===== src/rtl/adc_seq_pkg.sv =====
package adc_seq_pkg;
  typedef enum logic [1:0] {
    MODE_SINGLE = 2'b00,
    MODE_SCAN   = 2'b01,
    MODE_CONT   = 2'b10,
    MODE_STOP   = 2'b11
  } seq_mode_e;

  typedef enum logic [1:0] {
    ST_IDLE,
    ST_ISSUE,
    ST_WAIT,
    ST_PAUSE
  } seq_state_e;
endpackage


===== src/rtl/adc_trig_sync.sv =====
module adc_trig_sync (
  input  logic clk,
  input  logic rst_n,
  input  logic ext_en,
  input  logic ext_in,
  input  logic sw_pulse,
  output logic trig
);
  logic s1_q, s2_q, s3_q;

  always_ff @(posedge clk or negedge rst_n) begin
    if (!rst_n) begin
      s1_q <= 1'b0;
      s2_q <= 1'b0;
      s3_q <= 1'b0;
    end else begin
      s1_q <= ext_in;
      s2_q <= s1_q;
      s3_q <= s2_q;
    end
  end

  assign trig = sw_pulse | (ext_en & s2_q & ~s3_q);
endmodule


===== src/rtl/adc_seq_fsm.sv =====
module adc_seq_fsm
  import adc_seq_pkg::*;
#(
  parameter int NCH = 8,
  localparam int CHW = $clog2(NCH)
) (
  input  logic           clk,
  input  logic           rst_n,
  input  logic [1:0]     mode,
  input  logic [CHW-1:0] first_ch,
  input  logic [CHW-1:0] last_ch,
  input  logic           trig,
  input  logic           halt,
  input  logic           done,
  output logic           busy,
  output logic           issue,
  output logic           waiting,
  output logic           accept,
  output logic [CHW-1:0] ch
);
  seq_state_e     state_q, state_d;
  logic [CHW-1:0] ch_q, ch_d;
  logic           halt_q, halt_d;
  logic           at_last, stop_now;
  logic [CHW-1:0] ch_inc, ch_nxt;
  seq_mode_e      mode_e;

  assign mode_e   = seq_mode_e'(mode);
  assign at_last  = (ch_q == last_ch);
  assign ch_inc   = (ch_q == CHW'(NCH - 1)) ? '0 : ch_q + 1'b1;
  assign ch_nxt   = at_last ? first_ch : ch_inc;
  assign stop_now = halt_q | halt;

  always_comb begin
    state_d = state_q;
    ch_d    = ch_q;
    halt_d  = halt_q;
    case (state_q)
      ST_IDLE: begin
        halt_d = 1'b0;
        if (trig) begin
          state_d = ST_ISSUE;
          ch_d    = first_ch;
        end
      end
      ST_ISSUE: begin
        state_d = ST_WAIT;
        if (halt) halt_d = 1'b1;
      end
      ST_WAIT: begin
        if (halt) halt_d = 1'b1;
        if (done) begin
          case (mode_e)
            MODE_SINGLE: state_d = ST_IDLE;
            MODE_SCAN: begin
              if (at_last) state_d = ST_IDLE;
              else begin
                state_d = ST_ISSUE;
                ch_d    = ch_inc;
              end
            end
            MODE_CONT: begin
              state_d = stop_now ? ST_IDLE : ST_ISSUE;
              ch_d    = ch_nxt;
            end
            default: begin
              state_d = stop_now ? ST_IDLE : ST_PAUSE;
              ch_d    = ch_nxt;
            end
          endcase
        end
      end
      default: begin
        if (halt)      state_d = ST_IDLE;
        else if (trig) state_d = ST_ISSUE;
      end
    endcase
  end

  always_ff @(posedge clk or negedge rst_n) begin
    if (!rst_n) begin
      state_q <= ST_IDLE;
      ch_q    <= '0;
      halt_q  <= 1'b0;
    end else begin
      state_q <= state_d;
      ch_q    <= ch_d;
      halt_q  <= halt_d;
    end
  end

  assign busy    = (state_q != ST_IDLE);
  assign issue   = (state_q == ST_ISSUE);
  assign waiting = (state_q == ST_WAIT);
  assign accept  = waiting & done;
  assign ch      = ch_q;
endmodule


===== src/rtl/adc_result_reg.sv =====
module adc_result_reg #(
  parameter int W      = 10,
  parameter int NARROW = 8,
  parameter int CHW    = 3
) (
  input  logic           clk,
  input  logic           rst_n,
  input  logic           capture,
  input  logic           res8,
  input  logic [W-1:0]   sample,
  input  logic [CHW-1:0] ch,
  input  logic           irq_clr,
  output logic [W-1:0]   res_data,
  output logic [CHW-1:0] res_ch,
  output logic           irq_flag
);
  logic [W-1:0] shaped;
  logic         irq_d;

  assign shaped = res8 ? {{(W-NARROW){1'b0}}, sample[W-1 -: NARROW]} : sample;
  assign irq_d  = capture ? 1'b1 : (irq_clr ? 1'b0 : irq_flag);

  always_ff @(posedge clk or negedge rst_n) begin
    if (!rst_n) begin
      res_data <= '0;
      res_ch   <= '0;
    end else if (capture) begin
      res_data <= shaped;
      res_ch   <= ch;
    end
  end

  always_ff @(posedge clk or negedge rst_n) begin
    if (!rst_n) irq_flag <= 1'b0;
    else        irq_flag <= irq_d;
  end
endmodule


===== src/rtl/adc_seq.sv =====
module adc_seq #(
  parameter int NCH    = 8,
  parameter int W      = 10,
  parameter int NARROW = 8,
  localparam int CHW   = $clog2(NCH)
) (
  input  logic           clk,
  input  logic           rst_n,
  input  logic [1:0]     cfg_mode,
  input  logic [CHW-1:0] cfg_first_ch,
  input  logic [CHW-1:0] cfg_last_ch,
  input  logic           cfg_res8,
  input  logic           cfg_ext_en,
  input  logic           sw_start,
  input  logic           sw_halt,
  input  logic           ext_trig,
  output logic           conv_start,
  output logic [CHW-1:0] conv_ch,
  input  logic           conv_done,
  input  logic [W-1:0]   conv_data,
  output logic [W-1:0]   res_data,
  output logic [CHW-1:0] res_ch,
  output logic           irq_flag,
  input  logic           irq_clr,
  output logic           busy
);
  logic trig, waiting, accept;

  adc_trig_sync u_trig (
    .clk(clk), .rst_n(rst_n), .ext_en(cfg_ext_en), .ext_in(ext_trig),
    .sw_pulse(sw_start), .trig(trig)
  );

  adc_seq_fsm #(.NCH(NCH)) u_fsm (
    .clk(clk), .rst_n(rst_n), .mode(cfg_mode), .first_ch(cfg_first_ch),
    .last_ch(cfg_last_ch), .trig(trig), .halt(sw_halt), .done(conv_done),
    .busy(busy), .issue(conv_start), .waiting(waiting), .accept(accept),
    .ch(conv_ch)
  );

  adc_result_reg #(.W(W), .NARROW(NARROW), .CHW(CHW)) u_res (
    .clk(clk), .rst_n(rst_n), .capture(accept), .res8(cfg_res8),
    .sample(conv_data), .ch(conv_ch), .irq_clr(irq_clr),
    .res_data(res_data), .res_ch(res_ch), .irq_flag(irq_flag)
  );
endmodule


===== config.mk =====
export PLATFORM = sky130hd
export DESIGN_NAME = adc_seq
export DESIGN_NICKNAME = d
export VERILOG_FILES = /design/src/rtl/adc_seq_pkg.sv /design/src/rtl/adc_trig_sync.sv /design/src/rtl/adc_seq_fsm.sv /design/src/rtl/adc_result_reg.sv /design/src/rtl/adc_seq.sv
export SDC_FILE = /design/constraint.sdc
export NUM_CORES = 1
export LEC_CHECK = 0
export BUFFER_PORTS_ARGS = -buffer_cell sky130_fd_sc_hd__buf_2
export CAP_MARGIN = 20
export CORE_ASPECT_RATIO = 2
export CORE_MARGIN = 2
export CORE_UTILIZATION = 38
export DETAILED_ROUTE_END_ITERATION = 10
export GPL_TIMING_DRIVEN = 0
export SYNTH_ARGS = -nofsm -noshare
export SYNTH_HDL_FRONTEND = slang
export SYNTH_SLANG_ARGS = --single-unit

===== constraint.sdc =====
create_clock -name clk -period 3.6 [get_ports clk]
set_input_delay 0.18 -clock clk [delete_from_list [all_inputs] [get_ports clk]]
set_output_delay 0.18 -clock clk [all_outputs]
set_load 0.1 [all_outputs]

==> flow_summary.toml, run 1 <==
[synth]
yosys_warnings = 0
synth.top_cell.area_share_pct = 48.5
synth.top_cells.by_count = "dfrtp_1 (23), nand2_1 (13), o21ai_0 (12), mux2_2 (9), mux2i_1 (8)"
synthCells = 105
post_synth_xor_area_fraction_pct = 2.22
ys_seq_area_share_pct = 48.5
synthTopCellsByArea = "dfrtp_1 (49%), mux2_2 (8.5%), mux2i_1 (6.8%)"
synth_nets = 138
async_reset_ff_share_pct = 100
synth.cell_area_mm2 = 0.00119
synthAdderAreaFrac_pct = 6.33
synth_top_family_by_area = "multiplexers"
synth-seq-cells = 23
synthMostInstantiatedCell = "dfrtp_1"
avgSynthCellArea_um2 = 11.3
synth_edf_count = 0
synth_mux_area_share_pct = 15.3
synth-compound-area-share_pct = 14.5
synth_cell_types = 24
ys.flop_type = "dfrtp_1"
synth_simple_gate_area_share_pct = 11.0
synth_area_leader_cell = "dfrtp_1"

[global_routing]
grt_usage_pct = 15.1
first_global_vias = 1016
antenna_found_initial = 0
grt_max_degree = 24
overflow = 0
grt_pass1_wl_um = 4270

[sta]
period_needed_ns = 2.05
worstMarginPinSlew_ns = 0.577
max_slew_margin_pct = 61.5
timing.hold.ws_ns = 0.0210
rsz0062_at_grt = "false"
setup_violations = 0
max_freq_ghz = 0.487
fin_skew_ns = 0.00435
finalHoldViolations = 0
drv_slew = 0
period_share_pct = 57.0
finalSetupTns_ns = 0

[route]
wl_um = 2490
drt-initial-drc-count = 7
drtPass1Iterations = 3
vias = 979
routedWlPerCell_um = 13.6
ant_nets = 0
vias_per_cell = 5.32
drcViolationCount = 0

[setup_path]
path_class = "flop to flop"
crit_path_end_kind = "flop"
crit_required_ns = 3.73
r2r_end = "u_fsm.state_q[0]"
reg2reg_depth = 6
path_max_fanout = 7
cp-start-kind = "flop"
r2r_setup_slack_ns = 1.55
cp.arrival_ns = 2.19
reg2reg_from = "u_fsm.state_q[0]"

[clock_tree]
cts_made_buffers = 3
root_buffer = "clkbuf_8"
clk_pin_slew_ns = 0.08
cts_max_level = 1
ctsLongestPathBuffers = 2
clock_latency_ns = 0.26
post_cts_buffers = 0
clock_sinks = 23
cts_tree = "built"

[finish]
layout-drive-gt1-share_pct = 40.3
nFillCells = 302
areaGrowthSynthToFinish_pct = 26.4
n_antenna_cell = 0
fin_util_pct = 50.3
nets = 188
multi_input_area_um2 = 584
stdcell_area_mm2 = 0.00150
regArea_um2 = 576

[die]
num_rows = 28
die_area_mm2 = 0.00361
pin_count = 46
die_h_um = 83.0
die_w_um = 43.5
start_util_pct = 39.8
fp.coreArea_mm2 = 0.00298

[worst_hold_path]
holdPathEnd = "u_trig.s1_q"
hold_depth = 1
holdCritStartpoint = "ext_trig"
hp-class = "primary input to flop"

[run_status]
outcome = "completed"

[placed_design]
place_congestion = 0.780
dp_hpwl_um = 2070
port-buffer-count = 44
post_dp_cell_area_mm2 = 0.00144

[flow_run]
drv_cap = 0
==> state kept, by name, summed over array words and instances (netlist names), 2 cells and up <==
register and flops:
u_res.res_data 10, u_fsm.ch 3, u_res.res_ch 3, u_fsm.state_q 2
==> worst max-delay path, stage by stage (launching register included) <==
cell and delay [ns]:
dfrtp_1 0.42, inv_1 0.10, ha_1 0.30, and4bb_2 0.29, or4_4 0.44, a2111oi_2 0.30
a211oi_1 0.08
==> placed cells by master, fill, tap and decap left out <==
cell type / count
clkbuf_8: 3
o41ai_1: 1
mux2_2: 9
inv_1: 4
mux2i_1: 8
nor2b_1: 2
and4bb_2: 1
o41ai_2: 1
ha_1: 6
nor2_1: 4
a21oi_1: 3
clkbuf_1: 4
buf_2: 44
o21ba_2: 1
o32ai_1: 1
a211oi_1: 2
a221oi_2: 1
dfrtp_1: 23
dlygate4sd3_1: 1
o21ai_0: 12
nand2_1: 13
nand2b_1: 2
o21a_1: 1
xor2_1: 3
a2111oi_2: 1
or4_4: 1
and3b_1: 2
==> cell type report <==
cell class | count | share of cell area, %
Timing Repair Buffer | 45 | 15.4
Inverter | 4 | 1.00
Clock buffer | 4 | 3.01
Sequential cell | 23 | 38.4
Buffer | 3 | 0.751
Tap cell | 30 | 2.50
Multi-Input combinational cell | 75 | 39.0
==> metrics by stage <==
step	worst slack (ns)	std cells
finish	1.55	184
floorplan	1.19	105
global route	1.40	184
detailed placement	1.54	179
global placement	1.56	179
CTS	1.53	184
==> timing repair <==
action / 4_1_cts / 5_1_grt
resized for setup: 0 / 0
endpoints found under the hold margin: 23 / 0
hold buffers: 1 / 0
setup endpoints to repair: 0 / 0
==> per-layer routing <==
metal | vias up | wire length (µm) | global-route usage, %
met2 | 37 | 1400 | 28.5
li1 | 472 | - | -
met5 | - | 0 | 0
met1 | 468 | 896 | 14.7
met3 | 2 | 170 | 2.83
met4 | 0 | 25 | 6.61
==> how the worst max path moves through the flow <==
stage          slack [ns]              from  cells after the start          endpoint
5_1_grt              1.40  u_fsm.state_q[0]                      6  u_fsm.state_q[0]
3_3_place_gp         1.56  u_fsm.state_q[0]                      6  u_fsm.state_q[0]
4_1_cts              1.53  u_fsm.state_q[0]                      6  u_fsm.state_q[0]
2_1_floorplan        1.19       u_fsm.ch[2]                      4       u_fsm.ch[0]
6_report             1.55  u_fsm.state_q[0]                      6  u_fsm.state_q[0]
3_5_place_dp         1.54  u_fsm.state_q[0]                      6  u_fsm.state_q[0]
==> logic make-up after synthesis <==
family / Yosys count
flip-flops: 23
XOR/XNOR: 3
adder cells (fa/ha/maj): 6
buffers and inverters: 7
AO/OA/AOI/OAI: 24
AND/OR/NAND/NOR: 25
multiplexers: 17
Power of run 1 is not shown: default switching activity piles up to over one toggle a cycle in this logic, so the estimate is an artifact.
==> inputs of run 2 (changes only) <==
ABC_AREA = 1   (was default)
PLACE_DENSITY = 0.67   (was default)
clock period = 1.8 ns   (was 3.6 ns; I/O delays follow)
==> run 2 against run 1 <==
Net effect: maximum frequency is 25% higher; clock skew decreased by 0.0029 ns; synthesized cell count rose by 50%; first-iteration DRC count grew to 2.6 times the previous value; non-clock buffer count increased by 1; sequential share of layout area decreased by 1.9 points; sequential cell count unchanged; die area grew 3.9%; setup slack lost 1.4 ns; critical path type unchanged.
==> flow_summary.toml, run 2 <==
[finish]
layout_commonest_cell = "nand2_1"
largest_reg_flops = 10
n_antenna_cell = 0
regMostFlops = "u_res.res_data"
layout-drive-gt1-share_pct = 32.4
layout_common_cells = "nand2_1 (48), buf_2 (45), dfrtp_1 (20)"
areaGrowthSynthToFinish_pct = 28.4
nets = 241

[clock_tree]
ctsLongestPathBuffers = 2
cts_max_level = 1
cts_made_buffers = 3
clock_latency_ns = 0.26
post_cts_buffers = 0
clk_pin_slew_ns = 0.08
root_buffer = "clkbuf_8"
cts_tree = "built"
clock_sinks = 23

[global_routing]
grt_max_degree = 24
grt_usage_pct = 16.9
grt_pass1_wl_um = 4770
first_global_vias = 1144
overflow = 0
antenna_found_initial = 0

[placed_design]
port-buffer-count = 44
dp_hpwl_um = 2260
place_congestion = 0.790
dp_slack_ns = 0.0563

[setup_path]
crit_slowest_cell = "dfrtp_2"
crit_required_ns = 1.98
cp.arrival_ns = 1.82
crit_path_end_kind = "flop"
critical_path.top_delay_family = "buffers and inverters"
cp_cell_sequence = "inv_1 > ha_1 > nand2_1 > clkbuf_4 > clkinv_2 > nor2_1 > a21oi_1"
critPathMaxStageDelay_ns = 0.45
crit_buf_inv = 3
path_class = "flop to flop"
reg2reg_depth = 7
r2r_setup_slack_ns = 0.16
path_max_fanout = 10
crit_cells = 7
cp-start-kind = "flop"

[sta]
drv_slew = 0
setup_violations = 0
finalSetupTns_ns = 0
worstMarginPinSlew_ns = 0.528
period_needed_ns = 1.64
postLayoutSetupSlackWorst_ns = 0.162
max_freq_ghz = 0.611
fin_skew_ns = 0.00143
rsz0062_at_grt = "false"
period_share_pct = 91.0
finalHoldViolations = 0
max_slew_margin_pct = 64.8

[route]
drtPass1Iterations = 4
wl_um = 2800
drcViolationCount = 0
ant_nets = 0
vias = 1175
routedWlPerCell_um = 11.7
vias_per_cell = 4.94
drt-initial-drc-count = 18

[flow_run]
drv_cap = 0

[synth]
synth.top_cells.by_count = "nand2_1 (48), dfrtp_1 (23), a21oi_1 (16), inv_1 (16), nor2_1 (11)"
synth_nets = 190
avgSynthCellArea_um2 = 7.87
synthMostInstantiatedCell = "nand2_1"
yosys_warnings = 0
synth_area_leader_cell = "dfrtp_1"
synthCells = 157
synthTopCellsByArea = "dfrtp_1 (47%), nand2_1 (15%), a21oi_1 (6.5%)"
synth.top_cell.area_share_pct = 46.6
ys_seq_area_share_pct = 46.6
synth-seq-cells = 23
synth.cell_area_mm2 = 0.00124
ys.flop_type = "dfrtp_1"
async_reset_ff_share_pct = 100
synth_edf_count = 0
synth_cell_types = 23

[worst_hold_path]
hp-class = "primary input to flop"
hold_depth = 2

[die]
num_rows = 29
start_util_pct = 39.2
die_area_mm2 = 0.00375
fp.coreArea_mm2 = 0.00316
pin_count = 46
die_w_um = 44.3
die_h_um = 84.7

[run_status]
outcome = "completed"
## run 2: cell count changes in the layout (fill, tap and decap cells not counted), moves of 8 or more
cell     change
mux2i_1      -8
nand2_1     +35
inv_1       +10
a21oi_1     +13
mux2_2       -9
o21ai_0      -8
## run 2: worst paths after layout
check                                          to             start
worst min register to register        u_trig.s2_q       u_trig.s1_q
worst min-delay path               u_res.irq_flag           irq_clr
max in group asynchronous             u_fsm.ch[1]             rst_n
worst max register to register  u_res.res_data[1]  u_fsm.state_q[0]
min in group asynchronous       u_res.res_data[4]             rst_n
worst max-delay path            u_res.res_data[1]  u_fsm.state_q[0]
## run 2: stage by stage
step / instance area (µm²) / util (%) / hold slack, ns / std cells
final: 1590 / 50.3 / 0.0216 / 238
after global routing: 1590 / 50.3 / 0.0350 / 238
after CTS: 1580 / 50.2 / 0.0164 / 238
after detailed placement: 1520 / 48.1 / 0.101 / 232
after global placement: 1520 / 48.1 / 0.0960 / 232
after floorplan: 1260 / - / -0.206 / 157
## run 2: timing repair
| item | CTS | global route |
|---|---|---|
| gates resized for setup | 0 | 2 |
| endpoints found under the setup margin | 0 | 9 |
| hold buffers | 2 | 0 |
| hold endpoints to repair | 24 | 0 |
## run 2: layer usage
layer / share of wire, % / vias up / routed length [µm] / global-route usage [%]
li1: - / 598 / - / -
met1: 38 / 543 / 1050 / 16.8
met2: 57 / 32 / 1590 / 32.6
met3: 4.4 / 2 / 122 / 2.15
met4: 1.0 / 0 / 29 / 6.61
met5: 0 / - / 0 / 0
## run 2: area by class of cell
class                           instances  area (µm²)
Buffer                                  3        23.8
Clock buffer                            3        41.3
Clock inverter                          1        5.00
Fill cell                             325        1570
Inverter                               20        80.1
Multi-Input combinational cell        111         579
Sequential cell                        23         579
Tap cell                               31        38.8
Timing Repair Buffer                   46         240
## run 2: cells by family after synthesis
family	count (synthesis)	synth area share, %
buf+inv	23	7.89
compound gates	31	14.1
flops	23	46.6
simple gates	73	24.7
fa+ha+maj	6	6.07
xor+xnor	1	0.709
Power of run 2 is left out for the same reason.
